## src/rtl/aclk_pkg.sv

```systemverilog
`timescale 1ns/1ps
package aclk_pkg;
  // Number of tag bits that carry meaning: frame valid plus slots 1..4 valid
  localparam int VLD_N    = 5;
  localparam int VB_FRAME = 4;
  localparam int VB_S1    = 3;
  localparam int VB_S2    = 2;
  localparam int VB_S3    = 1;
  localparam int VB_S4    = 0;

  typedef logic [VLD_N-1:0] tag_vld_t;
endpackage

```

## src/rtl/aclk_bitclk_gen.sv

```systemverilog
`timescale 1ns/1ps
module aclk_bitclk_gen (
  input  logic clk,
  input  logic rst_n,
  output logic bclk_o,
  output logic rise_en_o,
  output logic fall_en_o
);
  logic bclk_q;
  logic bclk_d;

  always_comb begin
    bclk_d = ~bclk_q;
  end

  always_ff @(posedge clk or negedge rst_n) begin
    if (!rst_n) bclk_q <= 1'b0;
    else        bclk_q <= bclk_d;
  end

  // The edge that takes bclk high is the launch edge, the one that takes it low samples
  assign bclk_o    = bclk_q;
  assign rise_en_o = ~bclk_q;
  assign fall_en_o = bclk_q;
endmodule

```

## src/rtl/aclk_rx_deframer.sv

```systemverilog
`timescale 1ns/1ps
module aclk_rx_deframer
  import aclk_pkg::*;
#(
  parameter int TAG_W      = 16,
  parameter int SLOT_W     = 20,
  parameter int FRAME_BITS = 256,
  parameter int ADDR_W     = 7,
  parameter int DATA_W     = 16,
  parameter int PLAY_W     = 16
) (
  input  logic              clk,
  input  logic              rst_n,
  input  logic              fall_en,
  input  logic              sync_i,
  input  logic              ser_i,
  output logic              sof_o,
  output logic              wr_o,
  output logic              rd_o,
  output logic [ADDR_W-1:0] addr_o,
  output logic [DATA_W-1:0] wdata_o,
  output logic [PLAY_W-1:0] play_l_o,
  output logic [PLAY_W-1:0] play_r_o,
  output logic              play_l_vld_o,
  output logic              play_r_vld_o
);
  localparam int CNT_W = $clog2(FRAME_BITS);
  localparam logic [CNT_W-1:0] CNT_LAST = CNT_W'(FRAME_BITS - 1);
  localparam logic [CNT_W-1:0] END_TAG  = CNT_W'(TAG_W - 1);
  localparam logic [CNT_W-1:0] END_S1   = CNT_W'(TAG_W + SLOT_W - 1);
  localparam logic [CNT_W-1:0] END_S2   = CNT_W'(TAG_W + 2*SLOT_W - 1);
  localparam logic [CNT_W-1:0] END_S3   = CNT_W'(TAG_W + 3*SLOT_W - 1);
  localparam logic [CNT_W-1:0] END_S4   = CNT_W'(TAG_W + 4*SLOT_W - 1);

  logic [CNT_W-1:0]  cnt_q, cnt_d, pos;
  logic              sync_q, sync_d, sync_rise;
  logic [SLOT_W-2:0] sh_q, sh_d;
  logic [SLOT_W-1:0] word;
  tag_vld_t          vld_q, vld_d;
  logic              cmd_rd_q, cmd_rd_d;
  logic [ADDR_W-1:0] cmd_idx_q, cmd_idx_d;
  logic              sof_q, sof_d;
  logic              wr_q, wr_d, rd_q, rd_d;
  logic [ADDR_W-1:0] addr_q, addr_d;
  logic [DATA_W-1:0] wdata_q, wdata_d;
  logic [PLAY_W-1:0] pl_q, pl_d, pr_q, pr_d;
  logic              plv_q, plv_d, prv_q, prv_d;

  always_comb begin
    sync_rise = sync_i & ~sync_q;
    if (sync_rise)             pos = '0;
    else if (cnt_q == CNT_LAST) pos = CNT_LAST;
    else                        pos = cnt_q + 1'b1;
    word = {sh_q, ser_i};

    cnt_d     = cnt_q;
    sync_d    = sync_q;
    sh_d      = sh_q;
    vld_d     = vld_q;
    cmd_rd_d  = cmd_rd_q;
    cmd_idx_d = cmd_idx_q;
    addr_d    = addr_q;
    wdata_d   = wdata_q;
    pl_d      = pl_q;
    pr_d      = pr_q;
    sof_d     = 1'b0;
    wr_d      = 1'b0;
    rd_d      = 1'b0;
    plv_d     = 1'b0;
    prv_d     = 1'b0;

    if (fall_en) begin
      sync_d = sync_i;
      cnt_d  = pos;
      sh_d   = word[SLOT_W-2:0];
      sof_d  = sync_rise;

      if (pos == END_TAG) begin
        vld_d = word[TAG_W-1 -: VLD_N];
      end

      if (pos == END_S1) begin
        cmd_rd_d  = word[SLOT_W-1];
        cmd_idx_d = word[SLOT_W-2 -: ADDR_W];
        if (vld_q[VB_FRAME] && vld_q[VB_S1] && word[SLOT_W-1]) begin
          rd_d   = 1'b1;
          addr_d = word[SLOT_W-2 -: ADDR_W];
        end
      end

      if (pos == END_S2) begin
        if (vld_q[VB_FRAME] && vld_q[VB_S1] && vld_q[VB_S2] && !cmd_rd_q) begin
          wr_d    = 1'b1;
          addr_d  = cmd_idx_q;
          wdata_d = word[SLOT_W-1 -: DATA_W];
        end
      end

      if (pos == END_S3 && vld_q[VB_FRAME] && vld_q[VB_S3]) begin
        plv_d = 1'b1;
        pl_d  = word[SLOT_W-1 -: PLAY_W];
      end

      if (pos == END_S4 && vld_q[VB_FRAME] && vld_q[VB_S4]) begin
        prv_d = 1'b1;
        pr_d  = word[SLOT_W-1 -: PLAY_W];
      end
    end
  end

  always_ff @(posedge clk or negedge rst_n) begin
    if (!rst_n) begin
      cnt_q     <= CNT_LAST;
      sync_q    <= 1'b0;
      sh_q      <= '0;
      vld_q     <= '0;
      cmd_rd_q  <= 1'b0;
      cmd_idx_q <= '0;
      sof_q     <= 1'b0;
      wr_q      <= 1'b0;
      rd_q      <= 1'b0;
      addr_q    <= '0;
      wdata_q   <= '0;
      pl_q      <= '0;
      pr_q      <= '0;
      plv_q     <= 1'b0;
      prv_q     <= 1'b0;
    end else begin
      cnt_q     <= cnt_d;
      sync_q    <= sync_d;
      sh_q      <= sh_d;
      vld_q     <= vld_d;
      cmd_rd_q  <= cmd_rd_d;
      cmd_idx_q <= cmd_idx_d;
      sof_q     <= sof_d;
      wr_q      <= wr_d;
      rd_q      <= rd_d;
      addr_q    <= addr_d;
      wdata_q   <= wdata_d;
      pl_q      <= pl_d;
      pr_q      <= pr_d;
      plv_q     <= plv_d;
      prv_q     <= prv_d;
    end
  end

  assign sof_o        = sof_q;
  assign wr_o         = wr_q;
  assign rd_o         = rd_q;
  assign addr_o       = addr_q;
  assign wdata_o      = wdata_q;
  assign play_l_o     = pl_q;
  assign play_r_o     = pr_q;
  assign play_l_vld_o = plv_q;
  assign play_r_vld_o = prv_q;
endmodule

```

## src/rtl/aclk_tx_framer.sv

```systemverilog
`timescale 1ns/1ps
module aclk_tx_framer #(
  parameter int TAG_W  = 16,
  parameter int SLOT_W = 20,
  parameter int ADDR_W = 7,
  parameter int DATA_W = 16,
  parameter int CAP_W  = 18
) (
  input  logic              clk,
  input  logic              rst_n,
  input  logic              rise_en,
  input  logic              sof_i,
  input  logic              rdy_i,
  input  logic              rd_stb_i,
  input  logic [ADDR_W-1:0] rd_idx_i,
  input  logic [DATA_W-1:0] rd_data_i,
  input  logic [CAP_W-1:0]  cap_l_i,
  input  logic [CAP_W-1:0]  cap_r_i,
  output logic              ser_o
);
  // Only the tag and slots 1..4 carry data; later bits are shifted-in zeros
  localparam int NSLOT = 4;
  localparam int TX_W  = TAG_W + NSLOT*SLOT_W;

  logic [TX_W-1:0]   sr_q, sr_d, frame;
  logic              pend_q, pend_d;
  logic [ADDR_W-1:0] idx_q, idx_d;
  logic [DATA_W-1:0] data_q, data_d;
  logic [TAG_W-1:0]  tag;
  logic [SLOT_W-1:0] slot [NSLOT];
  logic              load;

  always_comb begin
    tag          = '0;
    tag[TAG_W-1] = rdy_i;
    tag[TAG_W-2] = pend_q;
    tag[TAG_W-3] = pend_q;
    tag[TAG_W-4] = rdy_i;
    tag[TAG_W-5] = rdy_i;
    for (int s = 0; s < NSLOT; s++) slot[s] = '0;
    if (pend_q) begin
      slot[0][SLOT_W-2 -: ADDR_W] = idx_q;
      slot[1][SLOT_W-1 -: DATA_W] = data_q;
    end
    if (rdy_i) begin
      slot[2][SLOT_W-1 -: CAP_W] = cap_l_i;
      slot[3][SLOT_W-1 -: CAP_W] = cap_r_i;
    end
    frame = {tag, slot[0], slot[1], slot[2], slot[3]};
  end

  always_comb begin
    load = rise_en & sof_i;
    if (load)         sr_d = frame;
    else if (rise_en) sr_d = {sr_q[TX_W-2:0], 1'b0};
    else              sr_d = sr_q;

    pend_d = pend_q;
    idx_d  = idx_q;
    data_d = data_q;
    if (rd_stb_i) begin
      pend_d = 1'b1;
      idx_d  = rd_idx_i;
      data_d = rd_data_i;
    end else if (load) begin
      pend_d = 1'b0;
    end
  end

  always_ff @(posedge clk or negedge rst_n) begin
    if (!rst_n) begin
      sr_q   <= '0;
      pend_q <= 1'b0;
      idx_q  <= '0;
      data_q <= '0;
    end else begin
      sr_q   <= sr_d;
      pend_q <= pend_d;
      idx_q  <= idx_d;
      data_q <= data_d;
    end
  end

  assign ser_o = sr_q[TX_W-1];
endmodule

```

## src/rtl/aclink_codec_if.sv

```systemverilog
`timescale 1ns/1ps
module aclink_codec_if #(
  parameter int TAG_W      = 16,
  parameter int SLOT_W     = 20,
  parameter int FRAME_BITS = 256,
  parameter int ADDR_W     = 7,
  parameter int DATA_W     = 16,
  parameter int CAP_W      = 18,
  parameter int PLAY_W     = 16
) (
  input  logic              mclk,
  input  logic              rst_n,
  output logic              link_bclk_o,
  input  logic              link_sync_i,
  input  logic              link_rx_i,
  output logic              link_tx_o,
  input  logic              codec_rdy_i,
  output logic              reg_wr_o,
  output logic              reg_rd_o,
  output logic [ADDR_W-1:0] reg_addr_o,
  output logic [DATA_W-1:0] reg_wdata_o,
  input  logic [DATA_W-1:0] reg_rdata_i,
  input  logic [CAP_W-1:0]  cap_l_i,
  input  logic [CAP_W-1:0]  cap_r_i,
  output logic [PLAY_W-1:0] play_l_o,
  output logic [PLAY_W-1:0] play_r_o,
  output logic              play_l_vld_o,
  output logic              play_r_vld_o
);
  logic rise_en, fall_en, sof;

  aclk_bitclk_gen u_bclk (
    .clk       (mclk),
    .rst_n     (rst_n),
    .bclk_o    (link_bclk_o),
    .rise_en_o (rise_en),
    .fall_en_o (fall_en)
  );

  aclk_rx_deframer #(
    .TAG_W(TAG_W), .SLOT_W(SLOT_W), .FRAME_BITS(FRAME_BITS),
    .ADDR_W(ADDR_W), .DATA_W(DATA_W), .PLAY_W(PLAY_W)
  ) u_rx (
    .clk          (mclk),
    .rst_n        (rst_n),
    .fall_en      (fall_en),
    .sync_i       (link_sync_i),
    .ser_i        (link_rx_i),
    .sof_o        (sof),
    .wr_o         (reg_wr_o),
    .rd_o         (reg_rd_o),
    .addr_o       (reg_addr_o),
    .wdata_o      (reg_wdata_o),
    .play_l_o     (play_l_o),
    .play_r_o     (play_r_o),
    .play_l_vld_o (play_l_vld_o),
    .play_r_vld_o (play_r_vld_o)
  );

  // Read data is taken in the cycle the read strobe is high
  aclk_tx_framer #(
    .TAG_W(TAG_W), .SLOT_W(SLOT_W), .ADDR_W(ADDR_W),
    .DATA_W(DATA_W), .CAP_W(CAP_W)
  ) u_tx (
    .clk       (mclk),
    .rst_n     (rst_n),
    .rise_en   (rise_en),
    .sof_i     (sof),
    .rdy_i     (codec_rdy_i),
    .rd_stb_i  (reg_rd_o),
    .rd_idx_i  (reg_addr_o),
    .rd_data_i (reg_rdata_i),
    .cap_l_i   (cap_l_i),
    .cap_r_i   (cap_r_i),
    .ser_o     (link_tx_o)
  );
endmodule

```

## config.mk

```make
export PLATFORM = sky130hd
export DESIGN_NAME = aclink_codec_if
export DESIGN_NICKNAME = d
export VERILOG_FILES = /design/src/rtl/aclk_pkg.sv /design/src/rtl/aclk_bitclk_gen.sv /design/src/rtl/aclk_rx_deframer.sv /design/src/rtl/aclk_tx_framer.sv /design/src/rtl/aclink_codec_if.sv
export SDC_FILE = /design/constraint.sdc
export NUM_CORES = 1
export LEC_CHECK = 0
export CORE_ASPECT_RATIO = 0.9
export CORE_UTILIZATION = 25
export CTS_CLUSTER_SIZE = 28
export DETAILED_ROUTE_END_ITERATION = 8
export PLACE_DENSITY = 0.39
export SYNTH_ARGS = -nofsm -noshare
export SYNTH_HDL_FRONTEND = slang
export SYNTH_SLANG_ARGS = --single-unit
```

## constraint.sdc

```tcl
create_clock -name mclk -period 2.8 [get_ports mclk]
set_input_delay 0.28 -clock mclk [delete_from_list [all_inputs] [get_ports mclk]]
set_output_delay 0.28 -clock mclk [all_outputs]
set_load 0.01 [all_outputs]
```

Yosys cells after proc, flatten, opt, wreduce, memory -nomap -nowiden
Index checks and enable logic that the tools add are counted.
- output and inout port bits: 61
- word-level logic and storage cells: 72
- register bits after elaboration: 222
- bits of input ports: 57
- muxes and demuxes: 25
- add/sub/neg operators: 1
- reductions and logical operators: 15
- equality and inequality tests: 7
- bitwise operators: 4
- operators with widths (kind ; count):
    96-bit 2-to-1 mux ; 2
    18-bit 2-to-1 mux ; 2
    7-bit 2-to-1 mux ; 5
    8-bit by 6-bit equality test with 1-bit output, second input constant ; 2
    8-bit by 7-bit equality test with 1-bit output, second input constant ; 2
    16-bit 2-to-1 mux ; 1
    8-bit 2-to-1 mux ; 2
    1-bit 2-to-1 mux ; 13
    8-bit by 1-bit adder with 8-bit output, second input constant ; 1
    8-bit by 4-bit equality test with 1-bit output, second input constant ; 1
    8-bit equality test, second input constant ; 1
    1-bit logical AND ; 8
    2-bit AND reduction ; 4
    3-bit AND reduction ; 1
    1-bit bitwise AND ; 2
    2-bit by 1-bit != test with 1-bit output, second input constant ; 1
    1-bit inverter ; 2
    2-bit nonzero test ; 1
    1-bit logical NOT ; 1

Logic depth before layout (Yosys ltp)
- depth after elaboration: 8
- mapped depth: 8
- depth with buffers taken out: 6

By module
From an unflattened synthesis, not the netlist that was laid out.
- cell total of the unflattened synthesis: 788
- area, all modules: 10017.1 µm²
- by module, submodules not included (module ; cells each ; times used ; sequential area each (µm²) ; area an instance (µm²)):
    aclk_tx_framer ; 470 ; 1 ; 2952.8 ; 5556.6
    aclk_rx_deframer ; 315 ; 1 ; 2537.4 ; 4424.2
    aclk_bitclk_gen ; 3 ; 1 ; 25.0 ; 36.3

Worst setup path before layout
OpenSTA, ideal clock, no wires.
- path kind: reg-to-reg
- from: register u_rx.cnt_q[0]
- to: register u_rx.wdata_q[10] (netlist: u_rx.wdata_o[10])
- slack: 0.367 ns
- cell stages (with the launch flop): 9
- buffers on the path: 2
- data arrival time: 2.308 ns
- setup time: 0.125 ns
- period minus slack after synthesis: 2.433 ns
- path through: dfstp_2 ha_1 buf_2 nand3_1 xnor2_1 nand4_2 a21oi_4 buf_6 mux2_4
- longest elaborated chain between the ends: 5
- elaborated cells on any way between the ends: 6
- classes of those cells: add/sub: 1; eq/ne: 2; mux: 2; reduce/logical: 1
- ends and longest elaborated chain (element ; RTL line ; text):
    from (decl) ; aclk_rx_deframer.sv:35 ; logic [CNT_W-1:0] cnt_q, cnt_d, pos;
    from (signal assigned) ; aclk_rx_deframer.sv:129 ; cnt_q <= cnt_d;
    8-bit by 1-bit adder with 8-bit output / 8-bit equality test (equally long branches) ; aclk_rx_deframer.sv:53, aclk_rx_deframer.sv:52 ;
    8-bit 2-to-1 mux (*) ; aclk_rx_deframer.sv:52 ; else if (cnt_q == CNT_LAST) pos = CNT_LAST;
    8-bit 2-to-1 mux (*) ; aclk_rx_deframer.sv:51 ; if (sync_rise) pos = '0;
    8-bit by 6-bit equality test with 1-bit output (*) ; aclk_rx_deframer.sv:91 ; if (pos == END_S2) begin
    3-bit AND reduction (no line) (*) ; -- ;
    to (signal assigned) ; aclk_rx_deframer.sv:139 ; wdata_q <= wdata_d;
    to (decl) ; aclk_rx_deframer.sv:45 ; logic [DATA_W-1:0] wdata_q, wdata_d;
Mark *: on every way between the ends. The rest lies on a longest branch, timed or not.
A chain may end at the register's enable or synchronous reset.

Worst setup path in the final report
- from: register u_bclk.bclk_q (netlist: u_bclk.bclk_o)
- to: output link_bclk_o
- RTL lines (element ; RTL line ; text):
    from (decl) ; aclk_bitclk_gen.sv:9 ; logic bclk_q;
    from (signal assigned) ; aclk_bitclk_gen.sv:18 ; else bclk_q <= bclk_d;
    to (decl) ; aclink_codec_if.sv:13 ; output logic link_bclk_o,
No word-level cell between the ends.

==> results.cfg <==
[outcome]
status = complete, no violations

[sta]
skew_ns = 0.01454
rsz0062_at_grt = no
finalSetupViolations = 0
relSlewSlack = 0.5316
tns_ns = 0
worstMarginPinSlew_ns = 0.7026
fin_crit_sh = 0.8915
finalMaxSlewViolations = 0
finalHoldViolCount = 0
fmax_mhz = 400.6
fin_crit_ns = 2.496

[floorplan]
core_area_um2 = 38460
fp.dieW_um = 210.3
fp.dieH_um = 189.5
initial_utilization = 0.2539
std_cell_rows = 68
ios = 118
die_area_um2 = 39850

[clock_network]
clockRootBuffer = clkbuf_16
tritoncts = yes
cts_sinks = 220
clkTransAtPathRegs_ns = 0.05
htree_levels = 1
clk_path_buf_depth = 3
clock_latency_ns = 0.54
cts_resized = 0
cts_made_buffers = 27

[drt]
routed_via_density = 4.366
drc = 0
drtPass1Iterations = 5
detail-route-antenna-nets = 0
wl_per_cell_um = 15.61
vias = 6589
drt_iter0_markers = 478
wirelength_um = 23550

[layout]
drive_gt1_frac = 0.2033
layout_common_cells = dfrtp_1, nand2_1, clkdlybuf4s50_1
design_area_um2 = 12470
diodes = 0
fin_cells = 1509
final_nets = 1022
syn_to_final_growth_pct = 27.69
final_common_cell = dfrtp_1

[global_route]
grt_max_degree = 166
antenna_found_initial = 0
grt_pass1_wl_um = 39020
grt_usage = 0.1212
grt_overflow_total = 0
grt_pass1_vias = 6854

[placed_design]
numPlacedInstances = 1459
place_congestion = 0.7501
dpl_cell_area_um2 = 11550
hpwl_um = 14190
portBuffers = 117

[synthesis]
ys_ff_latch = 220
synth_area_per_cell_um2 = 11.31
syn_inst = 863
synth.net_count = 921
synth-edff-count = 0
synth-async-reset-ratio = 1.000
ys_warn_count = 0
ys_types = 55
synth_ff_type = dfrtp_1
ys_seq_area_frac = 0.5648
syn_area_um2 = 9764

[run]
drv_cap = 0

[setup_path]
startpoint_type = flip-flop
reg2reg_depth = 6
crit_required_ns = 2.52
reg2reg_from = u_rx.cnt_q[0]$_DFFE_PN1P_
critPathCaptureType = output pin
arrival_ns = 2.22
crit_path_start = u_bclk.bclk_o$_DFF_PN0_
crit_fanout = 165
criticalPathCategory = reg -> out

[hold_path]
min_path_type = in -> async

[power_and_ir_drop]
p_per_area_nw_per_um2 = 625.7
power_leakage_nw = 5.489
ir_worst_vdd_mv = 0.3428
cells by family (layout without fill, tap and decap cells):
group,after synthesis,in the layout,synth area share
AND/OR/NAND/NOR,245,245,0.1240
flip-flops,220,220,0.5648
AO/OA/AOI/OAI,203,203,0.1287
multiplexers,118,118,0.1456
buffers and inverters,72,193,0.03203
XOR/XNOR,4,4,0.003589
adder cells (fa/ha/maj),1,1,0.001281
per-layer routing:
layer / vias to the layer above / track usage / wire length [µm]
met3: 34 / 0.02106 / 925
met1: 3210 / 0.1817 / 11870
met2: 102 / 0.1766 / 10210
met5: - / 0 / 0
li1: 3243 / - / -
met4: 0 / 0.03453 / 549
registers in the layout, summed over array words and instances (netlist names), 8 cells and up:
signal,flops
u_tx.data_q,16
u_rx.sh_q,19
u_rx.wdata_o,16
u_tx.sr_q,94
u_rx.cnt_q,8
u_rx.play_r_o,16
u_rx.play_l_o,16
power by group:
group | switching [mW] | total [mW] | internal (mW)
combinational | 0.388 | 0.766 | 0.378
sequential | 0.170 | 3.51 | 3.34
clock | 1.38 | 3.52 | 2.14
per-stage QoR:
| stage | total power [mW] | hold WS, ns | utilization | setup WS [ns] |
|---|---|---|---|---|
| global route | 8.218 | 0.3439 | 0.3242 | 0.1659 |
| finish | 7.802 | 0.3505 | 0.3242 | 0.3038 |
| global placement | 4.347 | 0.3605 | 0.3003 | 0.3889 |
| floorplan | 3.971 | -0.01559 | - | 0.3673 |
| CTS | 7.974 | 0.3202 | 0.3242 | 0.2676 |
| detailed placement | 4.342 | 0.3451 | 0.3003 | 0.3631 |
timing repair:
action,CTS,global route
buffers inserted,0,0
hold endpoints to repair,70,0
hold buffers,1,0
critical path: stages (launching register included):
cell	delay, ns
dfrtp_4	0.48
buf_12	0.49
clkdlybuf4s50_1	0.65
synthesized netlist by cell type (4+ instances only):
cell type / number / area share
a21o_1: 4 / 0.0031
a21oi_1: 9 / 0.0046
a2bb2oi_1: 7 / 0.0063
a31oi_1: 59 / 0.038
and3_1: 4 / 0.0026
buf_1: 4 / 0.0015
buf_2: 7 / 0.0036
clkbuf_1: 51 / 0.020
dfrtp_1: 212 / 0.54
dfstp_2: 8 / 0.022
mux2_2: 76 / 0.088
mux2_4: 29 / 0.045
mux2i_1: 13 / 0.013
nand2_1: 139 / 0.053
nand3_1: 8 / 0.0041
nor2_1: 6 / 0.0023
nor2b_1: 60 / 0.038
nor3_1: 6 / 0.0031
o21ai_0: 97 / 0.050
o22a_1: 7 / 0.0063
cell type report:
class                   instances  area, µm²
multi-input cells             571       3936
fillers                      3936      25990
inverters                       4      15.01
flip-flops and latches        220       5523
clock inverters                 8      72.57
clock buffers                  41      838.3
repair buffers                140       1426
well taps                     525      656.9
path summary, 6_finish.rpt:
check	endpoint	slack [ns]
hold reg to reg	u_tx.sr_q[21]$_DFFE_PN0P_	0.47
setup / recovery	link_bclk_o	0.30
hold / removal	u_tx.sr_q[33]$_DFFE_PN0P_	0.35
max in group asynchronous	u_tx.data_q[11]$_DFFE_PN0P_	1.69
setup reg to reg	u_rx.addr_o[1]$_DFFE_PN0P_	0.36
min in group mclk	u_tx.sr_q[2]$_DFFE_PN0P_	0.35
Power figures use the tool's default switching activity.
